==> config.mk <==
export PLATFORM = sky130hd
export DESIGN_NAME = pcm_host_port
export DESIGN_NICKNAME = d
export VERILOG_FILES = /design/src/rtl/pcm_host_port.sv
export SDC_FILE = /design/constraint.sdc
export NUM_CORES = 1
export LEC_CHECK = 0
export BUFFER_PORTS_ARGS = -buffer_cell sky130_fd_sc_hd__buf_2
export CORE_MARGIN = 2
export CORE_UTILIZATION = 40
export DETAILED_ROUTE_END_ITERATION = 10
export PLACE_DENSITY = 0.62
export SLEW_MARGIN = 30
export SYNTH_ARGS = -nofsm -noshare
export SYNTH_HDL_FRONTEND = slang
export SYNTH_SLANG_ARGS = --single-unit
==> constraint.sdc <==
create_clock -name clk -period 4.2 [get_ports clk]
set_input_delay 0.84 -clock clk [delete_from_list [all_inputs] [get_ports clk]]
set_output_delay 0.84 -clock clk [all_outputs]
set_load 0.05 [all_outputs]
==> src/rtl/pcm_host_port.sv <==
module pcm_host_port #(
  parameter int DATA_W = 8,
  parameter int SLOT_W = 5,
  parameter int CHAN_W = 5
) (
  input  logic              clk,
  input  logic              rst_n,
  input  logic              bus_sel,
  input  logic              bus_wr,
  input  logic              bus_rd,
  input  logic [1:0]        bus_addr,
  input  logic [DATA_W-1:0] bus_wdata,
  output logic [DATA_W-1:0] bus_rdata,
  input  logic              eng_busy,
  output logic              wr_stb,
  output logic [CHAN_W-1:0] wr_chan,
  output logic [DATA_W-1:0] wr_reg,
  output logic [DATA_W-1:0] wr_data
);
  localparam int GRP_W = SLOT_W - 3;

  logic [SLOT_W-1:0] slot_q;
  logic [DATA_W-1:0] reg_q;
  logic              slot_ok;
  logic [CHAN_W-1:0] chan_idx;
  logic              wr_cyc;

  assign wr_cyc   = bus_sel & bus_wr;
  assign slot_ok  = slot_q[2:0] != 3'd7;
  assign chan_idx = CHAN_W'({slot_q[SLOT_W-1:3], 3'b000}) - CHAN_W'(slot_q[SLOT_W-1:3])
                  + CHAN_W'(slot_q[2:0]);

  always_ff @(posedge clk or negedge rst_n) begin
    if (!rst_n) begin
      slot_q <= '0;
      reg_q  <= '0;
    end else if (wr_cyc) begin
      if (bus_addr == 2'd1) slot_q <= bus_wdata[SLOT_W-1:0];
      if (bus_addr == 2'd2) reg_q  <= bus_wdata;
    end
  end

  always_ff @(posedge clk or negedge rst_n) begin
    if (!rst_n) begin
      wr_stb  <= 1'b0;
      wr_chan <= '0;
      wr_reg  <= '0;
      wr_data <= '0;
    end else begin
      wr_stb <= wr_cyc && bus_addr == 2'd0 && slot_ok;
      if (wr_cyc && bus_addr == 2'd0 && slot_ok) begin
        wr_chan <= chan_idx;
        wr_reg  <= reg_q;
        wr_data <= bus_wdata;
      end
    end
  end

  always_comb begin
    bus_rdata = '0;
    if (bus_sel && bus_rd) begin
      case (bus_addr)
        2'd0:    bus_rdata = {{(DATA_W-1){1'b0}}, eng_busy};
        2'd1:    bus_rdata = DATA_W'(slot_q);
        2'd2:    bus_rdata = reg_q;
        default: bus_rdata = '0;
      endcase
    end
  end

  logic [GRP_W-1:0] unused_grp;
  assign unused_grp = slot_q[SLOT_W-1:3];
endmodule

## Word-level counts from Yosys, hierarchy flattened

Cells that the tools add are included.

| storage, ports and cells | value |
|---|---|
| bits in registers | 35 |
| input bits | 16 |
| output and inout bits | 30 |
| logic and storage cells | 20 |

| operators by class | value |
|---|---|
| add/sub/neg operators | 2 |
| equality and inequality tests | 3 |
| muxes and demuxes | 2 |
| bitwise logic cells | 1 |
| reductions and logical operators | 6 |

Operators with widths:

| cell | count |
|---|---|
| $pmux 8 s3 | 1 |
| $mux 8 | 1 |
| $add 5x3->5 | 1 |
| $sub 5x2->5 | 1 |
| $reduce_and 2->1 | 2 |
| $logic_and 1x1->1 | 3 |
| $ne 3x3->1 const B | 1 |
| $eq 2x1->1 const B | 1 |
| $eq 2x2->1 const B | 1 |
| $logic_not 2->1 | 1 |
| $and 1x1->1 | 1 |

## Depth between registers and ports, before layout

Gate-level depths: netlist of the first run.

| logic depth | value |
|---|---|
| depth after elaboration | 3 |
| depth in mapped cells | 7 |
| gate-level depth less buffers | 7 |

## Least setup slack after synthesis of the first run

No wires, ideal clock.

| timing path | value |
|---|---|
| path type | input -> output |
| start point | input port bus_addr[1] |
| end point | output port bus_rdata[0] |
| arrival time | 1.971 ns |
| required time | 3.360 ns |
| setup slack | 1.389 ns |
| stages | 4 |
| path buffers | 1 |
| path through | nor2b_1 buf_2 nand2_1 a21oi_1 |

| on the way | value |
|---|---|
| word-level cells in the longest chain between the ends | 3 |
| elaborated cells between the ends (all ways) | 5 |
| those cells by class | eq/ne: 2; mux: 2; reduce/logical: 1 |

Ends and longest elaborated chain:

| item | RTL line | source |
|---|---|---|
| start, declared | 11 | `input logic [1:0] bus_addr,` |
| $eq 2x2->1, or another cell as far along | 62 | `case (bus_addr)` |
| $pmux 8 s3 * | 62 |  |
| $mux 8 * | 61 | `if (bus_sel && bus_rd) begin` |
| end, declared | 13 | `output logic [DATA_W-1:0] bus_rdata,` |

Mark *: on every way between the ends. The rest lies on a longest branch, timed or not.

## Final worst setup path of the first run

| timing path | value |
|---|---|
| start point | input port bus_addr[0] |
| end point | output port bus_rdata[4] |

The elaborated chain is that of the path after synthesis.

==> results of run 1 <==
## power by group through the flow
stage / sequential [mW] / combinational, mW / clock, mW
2_1_floorplan: 0.734 / 0.155 / 0
4_1_cts: 0.498 / 0.517 / 0.248
3_3_place_gp: 0.496 / 0.512 / 0
6_report: 0.497 / 0.511 / 0.240
3_5_place_dp: 0.503 / 0.516 / 0
5_1_grt: 0.510 / 0.544 / 0.271
## critical path: cells and delay by family
kind / cells / cell delay [ns]
AND/OR/NAND/NOR: 2 / 0.72
AO/OA/AOI/OAI: 1 / 0.20
buffers and inverters: 2 / 0.38
## metrics by stage
stage / setup WS [ns] / cells / cell area [sq um]
after floorplan: 1.39 / 111 / 1580
after global placement: 1.23 / 201 / 1850
after detailed placement: 1.20 / 201 / 1850
after CTS: 1.20 / 208 / 1930
after global routing: 1.10 / 208 / 1930
final: 1.21 / 208 / 1930
## area by class of cell
type	instances	area (sq um)
clock buffers	6	82.6
clock inverters	1	5.00
fillers	342	1810
inverters	5	18.8
multi-input cells	68	666
flip-flops and latches	35	876
well taps	48	60.1
repair buffers	45	225
## cells by family (layout without fill, tap and decap cells)
group / after synthesis / after routing / synth area share [%]
flip-flops: 35 / 35 / 55.3
multiplexers: 34 / 34 / 25.9
AND/OR/NAND/NOR: 21 / 21 / 8.53
AO/OA/AOI/OAI: 8 / 8 / 3.63
buffers and inverters: 8 / 57 / 2.68
adder cells (fa/ha/maj): 3 / 3 / 2.84
XOR/XNOR: 2 / 2 / 1.11
## cells in the mapped netlist, drive strengths merged
cell type / number / share of area (%)
a21oi: 1 / 0.32
a22oi: 4 / 1.9
a31oi: 1 / 0.40
a41oi: 1 / 0.55
and2: 1 / 0.40
and2b: 1 / 0.47
and3: 3 / 1.2
buf: 3 / 1.5
dfrtp: 35 / 55
fa: 1 / 1.3
ha: 2 / 1.6
inv: 5 / 1.2
mux2: 32 / 25
mux2i: 2 / 1.3
nand2: 2 / 0.47
nand3: 3 / 2.1
nand4: 1 / 0.79
nor2: 5 / 1.2
nor2b: 2 / 0.79
nor3: 1 / 0.32
o31ai: 1 / 0.47
or2: 1 / 0.40
or4: 1 / 0.47
xnor2: 2 / 1.1
## cells in the final DEF, fill, tap and decap left out, types with 2 or more instances in the layout
| cell | netlist | final |
|---|---|---|
| sky130_fd_sc_hd__buf_2 | 1 | 45 |
| sky130_fd_sc_hd__nor2_1 | 5 | 5 |
| sky130_fd_sc_hd__ha_1 | 2 | 2 |
| sky130_fd_sc_hd__mux2i_1 | 2 | 2 |
| sky130_fd_sc_hd__dfrtp_1 | 35 | 35 |
| sky130_fd_sc_hd__and3_1 | 3 | 3 |
| sky130_fd_sc_hd__clkbuf_8 | 0 | 6 |
| sky130_fd_sc_hd__a22oi_1 | 4 | 4 |
| sky130_fd_sc_hd__mux2_2 | 24 | 24 |
| sky130_fd_sc_hd__nand2_1 | 2 | 2 |
| sky130_fd_sc_hd__inv_1 | 4 | 4 |
| sky130_fd_sc_hd__xnor2_1 | 2 | 2 |
| sky130_fd_sc_hd__nor2b_1 | 2 | 2 |
| sky130_fd_sc_hd__mux2_4 | 8 | 8 |
## metal layers
metal  up-vias  routed length [um]
li1        492                   -
met1       519                1470
met2        38                1490
met3         6                 231
met4         0                  61
met5         -                   0
## worst max path at each step
stage / start / to / depth (start not counted)
finish: bus_addr[0] / bus_rdata[4] / 5
global route: bus_addr[1] / bus_rdata[2] / 5
CTS: bus_addr[0] / bus_rdata[2] / 5
detailed placement: bus_addr[0] / bus_rdata[1] / 5
global placement: bus_addr[0] / bus_rdata[2] / 5
floorplan: bus_addr[1] / bus_rdata[0] / 4
==> results summary, run 1 <==
The flow ran to the end, and the final reports show no timing, DRC or antenna violations. The number of H-tree levels came out at 2. The number of failing hold endpoints at the final stage came out at 0. The aggregate routed wire length is 3.25 mm.

The net count after synthesis is 130. The setup fix buffers added after clock tree synthesis came out at 0. In the finished design, the share of the clock period the worst path needs comes to 71.3%. For hold timing, the worst endpoint is wr_chan[1]. Subtracting the final worst setup slack from the clock period gives 2.99 ns. For this run, global-route usage on met2 was measured as 26.9%. After clock tree synthesis, the repair step resized 0 gates. STA classifies the critical path endpoint as an output pin. The number of pins with negative max-slew slack in the final report is 0. The share of total power dissipated in combinational logic is 40.9%. The number of iterations in the first detailed-routing pass came out at 4. The root buffer cell chosen for the clock tree is sky130_fd_sc_hd__clkbuf_8.

The worst voltage drop across the vdd grid is 0.385 mV. The CTS clock-pin slew for the worst setup and hold paths is 0.06 ns. Synthesis inferred 35 register bits. The area inside the core boundary came out at 3740 sq um. The met1 track demand over resource came out at 21.2%. The diode insertion count for antenna repair came out at 0. The number of instances in the synthesized netlist is 111. The final weighted congestion of routability-driven global placement is 0.710. Of the total power, the share spent switching nets is 42.2%. Internal power comes to 0.721 mW. In this run the power density over the cells is 645 nW/um^2. The ratio of routed vias to standard cells is 5.07. In the final routed layout, each cell accounts on average for 15.6 um. The leakage power figure is 0.960 nW. The worst hold path begins at wr_chan[1]. The layout-stage area growth over the synthesis result is 22.0%. The number of buffers added on ports came out at 45. At the pin with the least slew margin, the transition time is 0.778 ns. The fraction of the core area covered by cells at the end of the flow is 51.6%. Traced cell by cell, the critical path runs through buf_2 -> nor2b_1 -> a22oi_1 -> nor2_1 -> buf_2.

Setup violations remaining at the end of the flow were counted as 0. On the final layout, the worst clock skew is 0.00395 ns. The hold buffer count at CTS is 0. The remaining number of nets flagged by the antenna check after routing came out at 0. The remaining global-route overflow came out at 0.

46 I/O pins were placed. The total power after layout came out at 1.25 mW. In this run the most used layer during global routing was met2. The die area is 4480 sq um. Summed over all nets, the switching power comes to 0.526 mW. STA puts the critical path data arrival time at 2.15 ns. The number of buffers created by CTS is 5. TritonCTS built the clock tree.

The initial antenna violation count came out at 0. The sink count of the clock tree came out at 35. Setup repair after global routing left no endpoint under its margin. The fraction of power consumed by the clock network came out at 19.3%. In this run the worst hold path is classified as flip-flop to flip-flop. The setup slack on the worst flop-to-flop path came out at 2.25 ns.

Clock latency on the worst-skew pair, taken at its later pin, is 0.28 ns. The setup total negative slack came out at 0 ns. The total standard cell area after synthesis is 1580 sq um. Along the worst hold path, the cell count comes to 1. In this design, the critical path's most frequently occurring cell is sky130_fd_sc_hd__buf_2. For this run, design rule violations remaining after detail routing come to 0. The worst hold margin is 0.505 ns. The chip width came out at 66.9 um. The floorplan has 22 rows. The category of the worst setup path launch point is an input port. The HPWL after detailed placement is 2.31 mm.

The sequential fraction of design power came out at 39.8%. The startpoint of the worst-slack reg-to-reg timing path is slot_q[1]. The mean area per synthesized cell is 14.3 sq um. For this run, the number of Yosys warnings is 0. The die extent in y came out at 66.9 um. Across the run, the number of max-cap violations was 0.

In this run the worst path has a maximum fanout of 9. The global routing usage summed across all routing layers came out at 17.2%. Entering global routing, the biggest net connects 36 pins.

The routing usage on met3 came out at 6.25%. The worst register-to-register path ends at wr_chan[2]. The global-route wire length before repair is 5.42 mm.

Counting distinct cell types in the post-synthesis netlist gives 30. Detailed routing inserted a total of 1055 vias. The worst setup path is of the input port to output pin kind.

The number of buffers between clock root and the deepest sink came out at 2. For this run, the slowest stage of the critical path takes 0.61 ns. The initial core utilization came out at 42.3%.

The worst slew slack as a fraction of its limit came out at 48.0%. The critical path required time came out at 3.36 ns. The DRC violation total after the first TritonRoute iteration came out at 47. The share of layout cells above drive strength 1 came out at 55.6%. The cell count of the worst reg-to-reg path came out at 4. The final-stage net count is 179. The largest individual stage delay along the critical path comes from the cell sky130_fd_sc_hd__nor2b_1.

For this run, the register share of the synthesized area comes to 55.3%. The via count of the first global-routing pass is 1085. The maximum clock frequency is 0.334 GHz.
(Power assumes the default switching activity.)
==> run 2, diff against run 1 <==
==> constraint.sdc (replaced) <==
create_clock -name clk -period 3.1 [get_ports clk]
set_input_delay 0.62 -clock clk [delete_from_list [all_inputs] [get_ports clk]]
set_output_delay 0.62 -clock clk [all_outputs]
set_load 0.05 [all_outputs]
==> run 2 against run 1 <==
  * Utilization did not move
  * Largest cell class unchanged
  * Die area did not move
  * First-iteration DRC count rose by 17%
  * Combinational power rose by 36%
  * Clock power rose by 22%
  * Via count rose by 0.19%
  * Sequential power rose by 34%
  * Critical path depth rose by 1
  * Sequential cell count did not move
  * Design area did not move
  * Final cell count rose by 0.48%
  * Global-route usage fell by 0.34 points
==> results summary, run 2 (synthesized netlist as in run 1, its figures left out) <==
The instance count after placement with tap cells included came out at 203 (+1.0%). The site row count is 22 (unchanged). The filler-free cell count of the finished design is 209 (+0.48%). The DRC violation total after the first TritonRoute iteration is 55 (+17%). The initial core utilization is 42.3% (unchanged).

The post-cts resize count was 0 (unchanged). The portion of the clock cycle consumed by the worst path in the final layout is 69.5%. The CTS clock-pin slew for the worst setup and hold paths came to 0.07 ns (about the same). The worst hold path belongs to the class input port to async pin. The die area was 4480 sq um (unchanged).

Setup repair after global routing left no endpoint under its margin. The number of pins with negative max-slew slack in the final report came to 0 (unchanged). The final-stage net count is 181 (+1.1%).

The hold buffer count at CTS came out at 0 (unchanged). The total power after layout is 1.66 mW (+33%). The worst slew slack as a fraction of its limit came out at 47.8% (-0.26 points). The fraction of power consumed by the clock network came out at 17.7% (-1.6 points).

The number of buffers created by CTS was 5 (unchanged). The number of buffers added on ports is 45 (unchanged). The number of failing hold endpoints at the final stage came out at 0 (unchanged). The setup fix buffers added after clock tree synthesis is 0 (unchanged). The diode insertion count for antenna repair is 0 (unchanged). The total of fill cells in the finished design came out at 359 (+5.0%). The leakage power figure came out at 0.959 nW (about the same). The remaining number of nets flagged by the antenna check after routing came out at 0 (unchanged). The maximum fanout along the worst path came to 9 (unchanged). The flow ran to the end, and the final reports show no timing, DRC or antenna violations. The transition time at the pin with the least slew margin is 0.783 ns (+0.00557 ns). Leaving out fill and tap cells, the most frequent cell in the layout is sky130_fd_sc_hd__buf_2. The fraction of the core area covered by cells at the end of the flow came out at 51.6% (unchanged). The area inside the core boundary came out at 3740 sq um (unchanged). The category of the worst setup path launch point is an input port.

The combinational cell fraction of total power came to 42.0% (+1.1 points). The total number of vias was 1057 (+0.19%). The number of iterations in the first detailed-routing pass was 4 (unchanged).

The worst voltage drop across the vdd grid is 0.352 mV (-8.8%). The number of buffers between clock root and the deepest sink came to 2 (unchanged). The power per unit of standard cell area came out at 856 nW/um^2 (+33%). The setup total negative slack is 0 ns (unchanged).

The largest stage delay on the critical path is 0.28 ns (-0.33 ns). The final weighted congestion of routability-driven global placement was 0.723 (+1.7%). The remaining global-route overflow came out at 0 (unchanged). The global-route wire length before repair is 5.38 mm (-0.63%). The sink count of the clock tree is 35 (unchanged). The chip width came out at 66.9 um (unchanged). The die extent in y is 66.9 um (unchanged). The worst setup path is captured at an output pin. The I/O pin total is 46 (unchanged). The aggregate routed wire length is 3.23 mm (-0.40%). The sequential fraction of design power is 40.2% (+0.4 points). In the layout the commonest cells are 45 x sky130_fd_sc_hd__buf_2, 35 x sky130_fd_sc_hd__dfrtp_1, 24 x sky130_fd_sc_hd__mux2_2. The critical path required time was 2.48 ns (-0.88 ns). The wire length per cell is 15.5 um (-0.88%).

The start-to-end type of the worst setup path is input port to output pin. The slowest stage of the critical path is the sky130_fd_sc_hd__buf_2 cell. The share of layout cells above drive strength 1 came to 55.3% (-0.35 points).

The count of endpoints failing setup in the final report was 0 (unchanged). The via count of the first global-routing pass was 1076 (-0.83%). The global routing usage summed across all routing layers was 16.8% (-0.34 points). The post-layout worst setup margin is 0.945 ns (-0.262 ns). The most numerous cell type found on the critical path is sky130_fd_sc_hd__buf_2. The DRC violation count after routing came out at 0 (unchanged). The root buffer selected by CTS is sky130_fd_sc_hd__clkbuf_8. The finished layout cell area came out at 1930 sq um (unchanged). The pin count of the biggest net entering global routing is 36 (unchanged). The internal portion of total power is 0.954 mW (+32%). The maximum clock skew at final layout is 0.00502 ns (+0.00106 ns). The instance area at placement was 1860 sq um (+0.81%).

The layout-stage area growth over the synthesis result came out at 22.0% (unchanged). The worst hold margin came out at 0.414 ns (-0.0916 ns). The number of H-tree levels is 2 (unchanged).

The ratio of routed vias to standard cells is 5.06 (-0.29%). The number of maximum-capacitance violations was 0 (unchanged). The critical path goes through buf_2 -> nor2b_1 -> buf_4 -> nand2_1 -> a21oi_1 -> buf_2. The setup slack after placement came to 0.950 ns (-0.255 ns). TritonCTS built the clock tree. For this run, the top clock speed supported by timing is 0.464 GHz. The net switching power figure is 0.701 mW (+33%). The HPWL after detailed placement is 2.26 mm (-1.9%). The initial antenna violation count came to 0 (unchanged). The fraction of power spent switching nets came out at 42.4% (+0.18 points). The minimum clock period after layout is 2.16 ns.

The endpoint arrival time on the critical path came out at 1.54 ns (-0.61 ns). The clock insertion delay at the later pin of the skew report came out at 0.28 ns (about the same).
==> run 2: cell count changes in the layout (fill, tap and decap cells not counted) <==
cell | previous run | this run
sky130_fd_sc_hd__buf_4 | 0 | 2
sky130_fd_sc_hd__clkbuf_8 | 6 | 5
sky130_fd_sc_hd__clkinv_2 | 1 | 0
sky130_fd_sc_hd__clkbuf_1 | 0 | 1
==> run 2: path summary, 6_finish.rpt <==
check	endpoint	cells past startpoint	slack, ns	startpoint
worst max-delay path	bus_rdata[0]	6	0.94	bus_addr[1]
worst min-delay path	reg_q[6]	1	0.41	rst_n
worst max register to register	wr_chan[4]	7	1.32	slot_q[0]
worst min register to register	wr_reg[0]	1	0.50	wr_reg[0]
max in group asynchronous	wr_chan[0]	1	2.19	rst_n
min in group clk	wr_reg[0]	1	0.50	wr_reg[0]
==> run 2: power groups by stage <==
stage	sequential, mW	combinational [mW]	clock [mW]
after global placement	0.672	0.694	0
after detailed placement	0.676	0.702	0
after CTS	0.668	0.704	0.306
after floorplan	0.995	0.211	0
after global routing	0.685	0.738	0.330
final	0.666	0.696	0.294
==> run 2: routing by layer <==
metal  share of wire [%]  global-route usage [%]  vias up
li1                    -                       -      493
met1                  46                    22.1      514
met2                  44                    25.4       45
met3                 8.1                    5.74        5
met4                 1.5                    6.89        0
met5                   0                       0        -
==> run 2: cell type report <==
type	count	area (sq um)	share of cell area, %
Inverter	5	18.8	0.971
Tap cell	48	60.1	3.11
Timing Repair Buffer	47	240	12.4
Clock buffer	6	72.6	3.75
Multi-Input combinational cell	68	666	34.4
Sequential cell	35	876	45.3
==> run 2: critical path: cells and delay by family <==
kind	cells	cell delay, ns
simple gates	2	0.20
compound gates	1	0.13
buf+inv	3	0.58
==> run 3, diff against run 2 <==
--- a/config.mk
+++ b/config.mk
@@ -5,6 +5,7 @@
 export SDC_FILE = /design/constraint.sdc
 export NUM_CORES = 1
 export LEC_CHECK = 0
+export ABC_AREA = 1
 export BUFFER_PORTS_ARGS = -buffer_cell sky130_fd_sc_hd__buf_2
 export CORE_MARGIN = 2
 export CORE_UTILIZATION = 40
==> constraint.sdc (replaced) <==
create_clock -name clk -period 2.21 [get_ports clk]
set_input_delay 0.442 -clock clk [delete_from_list [all_inputs] [get_ports clk]]
set_output_delay 0.442 -clock clk [all_outputs]
set_load 0.05 [all_outputs]
==> run 3 against run 2 <==
  * Sequential power grew 32%
  * Design area grew 3.9%
  * First-iteration DRC count grew 47%
  * Area after synthesis grew 5.1%
  * Non-clock buffer count shrank 1
  * Largest cell class unchanged
==> results summary, run 3 <==
The global-route wire length before repair is 5.82 mm (+8.1%). The DRC violation total after the first TritonRoute iteration came to 81 (+47%). The worst hold path belongs to the class input port to async pin. The share of layout cells above drive strength 1 is 35.3% (-20 points). The cell sitting at the root of the clock tree is a sky130_fd_sc_hd__clkbuf_8.

The multi-input combinational cell area came out at 658 sq um (-1.1%). The dominant cell type by area after synthesis is sky130_fd_sc_hd__dfrtp_1. The number of maximum-capacitance violations came out at 0 (unchanged). The library cells used most frequently in the layout, excluding fill and tap cells, are 69 x sky130_fd_sc_hd__nand2_1, 45 x sky130_fd_sc_hd__buf_2, 35 x sky130_fd_sc_hd__dfrtp_1. The die area is 4700 sq um (+4.8%). The power per unit of standard cell area is 1040 nW/um^2 (+22%). The cell count of the worst reg-to-reg path is 10 (+3).

The area inside the core boundary is 4000 sq um (+6.9%). The site row count came to 23 (+4.5%). The met3 routed wirelength came out at 235 um (-10%). The finished layout cell area came out at 2010 sq um (+3.9%). The portion of the clock cycle consumed by the worst path in the final layout is 81.5%. The total standard cell area after synthesis is 1670 sq um (+5.1%). The number of buffers created by CTS came out at 5 (unchanged). Walking the worst path, the cells encountered are buf_2 -> inv_1 -> nor2_4 -> inv_1 -> nor3_1 -> buf_2.

The setup slack after placement came out at 0.400 ns (-0.550 ns). The fraction of post-synthesis cell area in the top cell type by area was 52.6% (-2.7 points). The TritonCTS clock tree is built.

The instance count after placement with tap cells included is 274 (+35%). The post-cts resize count came out at 0 (unchanged). The maximum clock frequency is 0.555 GHz. The count of endpoints failing setup in the final report came out at 0 (unchanged). The flow ran to the end, and the final reports show no timing, DRC or antenna violations. The number of buffers and inverters on the critical path came out at 4 (+1). The setup total negative slack is 0 ns (unchanged). The number of flops mapped to enable cells by yosys came out at 0 (unchanged). The filler-free cell count of the finished design is 282 (+35%).

The initial antenna violation count came out at 0 (unchanged). The remaining number of nets flagged by the antenna check after routing is 0 (unchanged). The maximum clock skew at final layout is 0.00682 ns (+0.00180 ns). The transition time at the pin with the least slew margin came out at 0.768 ns (-0.0158 ns). The remaining global-route overflow came out at 0 (unchanged).

The routed length on met1 is 1.69 mm (+13%). The part of the Yosys area used for sequential elements is 52.6% (-2.7 points). The clock insertion delay at the later pin of the skew report was 0.28 ns (about the same).

The HPWL after detailed placement is 2.53 mm (+12%). The worst voltage drop across the vdd grid is 0.527 mV (+50%). Counting instances in the post-synthesis netlist gives the leading cell types as 69 x sky130_fd_sc_hd__nand2_1, 35 x sky130_fd_sc_hd__dfrtp_1, 21 x sky130_fd_sc_hd__inv_1, 21 x sky130_fd_sc_hd__o21ai_2, 5 x sky130_fd_sc_hd__o21ai_0. The number of pins with negative max-slew slack in the final report came out at 0 (unchanged).

Among all flip-flop cells after synthesis, the most frequent one is sky130_fd_sc_hd__dfrtp_1. The slowest library cell on the worst path is sky130_fd_sc_hd__buf_2. The final weighted congestion of routability-driven global placement is 0.840 (+16%). The number of buffers added on ports was 45 (unchanged). The via count of the first global-routing pass came to 1265 (+18%). The endpoint arrival time on the critical path came out at 1.36 ns (-0.18 ns). The pin count of the biggest net entering global routing came out at 36 (unchanged). The number of iterations in the first detailed-routing pass is 4 (unchanged). The die extent in y came out at 68.5 um (+2.4%). The setup fix buffers added after clock tree synthesis came out at 0 (unchanged). The aggregate routed wire length came out at 3.43 mm (+6.2%). The net count after synthesis is 201 (+55%). Setup repair after global routing left no endpoint under its margin. The mean area per synthesized cell is 9.15 sq um (-36%). The instance area at placement came out at 1930 sq um (+3.6%). STA classifies the critical path startpoint as an input port. The setup slack on the worst flop-to-flop path is 0.69 ns (-0.63 ns). The minimum clock period after layout came out at 1.80 ns. The diode insertion count for antenna repair came out at 0 (unchanged).

The maximum fanout along the worst path is 7 (-2). The final-stage net count is 250 (+38%). The endpoint identified for the worst register-to-register timing path is wr_chan[4].

The area occupied by registers is 876 sq um (unchanged). The CTS clock-pin slew for the worst setup and hold paths is 0.07 ns (about the same). The cell family contributing the most delay on the critical path is buffers and inverters. The start-to-end type of the worst setup path is input port to output pin. The critical path required time came to 1.77 ns (-0.71 ns). The number of failing hold endpoints at the final stage is 0 (unchanged). The unique cell type count in the Yosys netlist came out at 18 (-40%). The total number of vias came out at 1294 (+22%). The total power after layout came out at 2.09 mW (+26%).

The library cell with the highest instance count after synthesis is sky130_fd_sc_hd__nand2_1. The number of instances in the synthesized netlist is 182 (+64%). The largest stage delay on the critical path came out at 0.29 ns (about the same). The DRC violation count after routing came out at 0 (unchanged). The number of synthesized register bits came to 35 (unchanged). In the post-synthesis netlist, the biggest area contributors are sky130_fd_sc_hd__dfrtp_1 53%, sky130_fd_sc_hd__nand2_1 16%, sky130_fd_sc_hd__o21ai_2 11%, sky130_fd_sc_hd__inv_1 4.7%, sky130_fd_sc_hd__buf_6 2.7%.

The layout-stage area growth over the synthesis result is 20.7%. The total of fill cells in the finished design is 405 (+13%). The share of flip-flops with an asynchronous set or reset after synthesis came out at 100% (unchanged). The wire length per cell is 12.2 um (-21%). The sink count of the clock tree is 35 (unchanged). The warning count from the yosys run is 0 (unchanged). The ratio of routed vias to standard cells is 4.59 (-9.3%). The I/O pin total is 46 (unchanged). The global routing usage summed across all routing layers came out at 17.1% (+0.21 points). The startpoint identified for the worst register-to-register timing path is slot_q[0].

The number of buffers between clock root and the deepest sink is 2 (unchanged). The worst slew slack as a fraction of its limit came to 48.8% (+1.1 points). The chip width is 68.5 um (+2.4%). Routed signal wires occupy layers up through met4.

The leakage power figure came out at 1.12 nW (+17%). The most common cell after layout, fill and taps aside is sky130_fd_sc_hd__nand2_1. The hold buffer count at CTS is 0 (unchanged). The number of H-tree levels is 2 (unchanged).

The post-layout worst setup margin came out at 0.409 ns (-0.536 ns). The detailed route wirelength on metal2 is 1.48 mm (+3.5%). The worst setup path is captured at an output pin. The initial core utilization was 41.6% (-0.68 points).
run 3: cell types whose count changed after synthesis, moves of 3 or more:
| cell | change |
|---|---|
| sky130_fd_sc_hd__o21ai_2 | +21 |
| sky130_fd_sc_hd__inv_1 | +17 |
| sky130_fd_sc_hd__nand2_1 | +67 |
| sky130_fd_sc_hd__nand3_1 | +3 |
| sky130_fd_sc_hd__a21oi_1 | +3 |
| sky130_fd_sc_hd__buf_6 | +3 |
| sky130_fd_sc_hd__and3_1 | -3 |
| sky130_fd_sc_hd__mux2_2 | -24 |
| sky130_fd_sc_hd__nand2_2 | +3 |
| sky130_fd_sc_hd__mux2_4 | -8 |
| sky130_fd_sc_hd__o21ai_0 | +5 |
| sky130_fd_sc_hd__a22oi_1 | -4 |
run 3: how the worst max path moves through the flow:
stage | cells after the start | start | endpoint | slack (ns)
after CTS | 6 | bus_addr[1] | bus_rdata[7] | 0.40
after global routing | 6 | bus_addr[1] | bus_rdata[7] | 0.28
final | 6 | bus_addr[1] | bus_rdata[7] | 0.41
after floorplan | 4 | bus_addr[1] | bus_rdata[5] | -0.005
after detailed placement | 6 | bus_addr[1] | bus_rdata[7] | 0.40
after global placement | 6 | bus_addr[1] | bus_rdata[7] | 0.40
run 3: layout make-up:
class	count	area share [%]
repair buffers	46	12.2
multi-input cells	120	32.8
clock buffers	7	3.80
well taps	50	3.11
clock inverters	1	0.249
inverters	23	4.30
flip-flops and latches	35	43.6
run 3: metrics by stage:
step / hold WS [ns] / util (%)
after floorplan: 0.146 / -
after global placement: 0.462 / 48.2
after detailed placement: 0.463 / 48.2
after CTS: 0.263 / 50.2
after global routing: 0.292 / 50.2
final: 0.231 / 50.2
run 3: logic make-up after synthesis:
logic type               synth area share (%)
AO/OA/AOI/OAI                            13.7
XOR/XNOR                                0.526
adder cells (fa/ha/maj)                  2.70
AND/OR/NAND/NOR                          22.5
buffers and inverters                    7.89
flip-flops                               52.6
run 3: routing by layer:
metal | track usage (%) | vias up
li1 | - | 670
met1 | 23.3 | 578
met2 | 25.8 | 44
met3 | 5.36 | 2
met4 | 5.25 | 0
met5 | 0 | -
run 3: power breakdown:
| group | internal, mW | switching [mW] |
|---|---|---|
| clock | 0.221 | 0.212 |
| combinational | 0.201 | 0.579 |
| sequential | 0.780 | 0.101 |
| total | 1.20 | 0.891 |
run 3: worst reg2reg max path: stages, from the launching register on:
cell and delay [ns]:
sky130_fd_sc_hd__dfrtp_1 0.41, sky130_fd_sc_hd__inv_1 0.08, sky130_fd_sc_hd__ha_1 0.13, sky130_fd_sc_hd__inv_1 0.06
sky130_fd_sc_hd__fa_1 0.39, sky130_fd_sc_hd__inv_1 0.08, sky130_fd_sc_hd__nand2_1 0.05, sky130_fd_sc_hd__nand2_1 0.06
sky130_fd_sc_hd__nand2_1 0.05, sky130_fd_sc_hd__nand2_1 0.06, sky130_fd_sc_hd__nand2_1 0.05
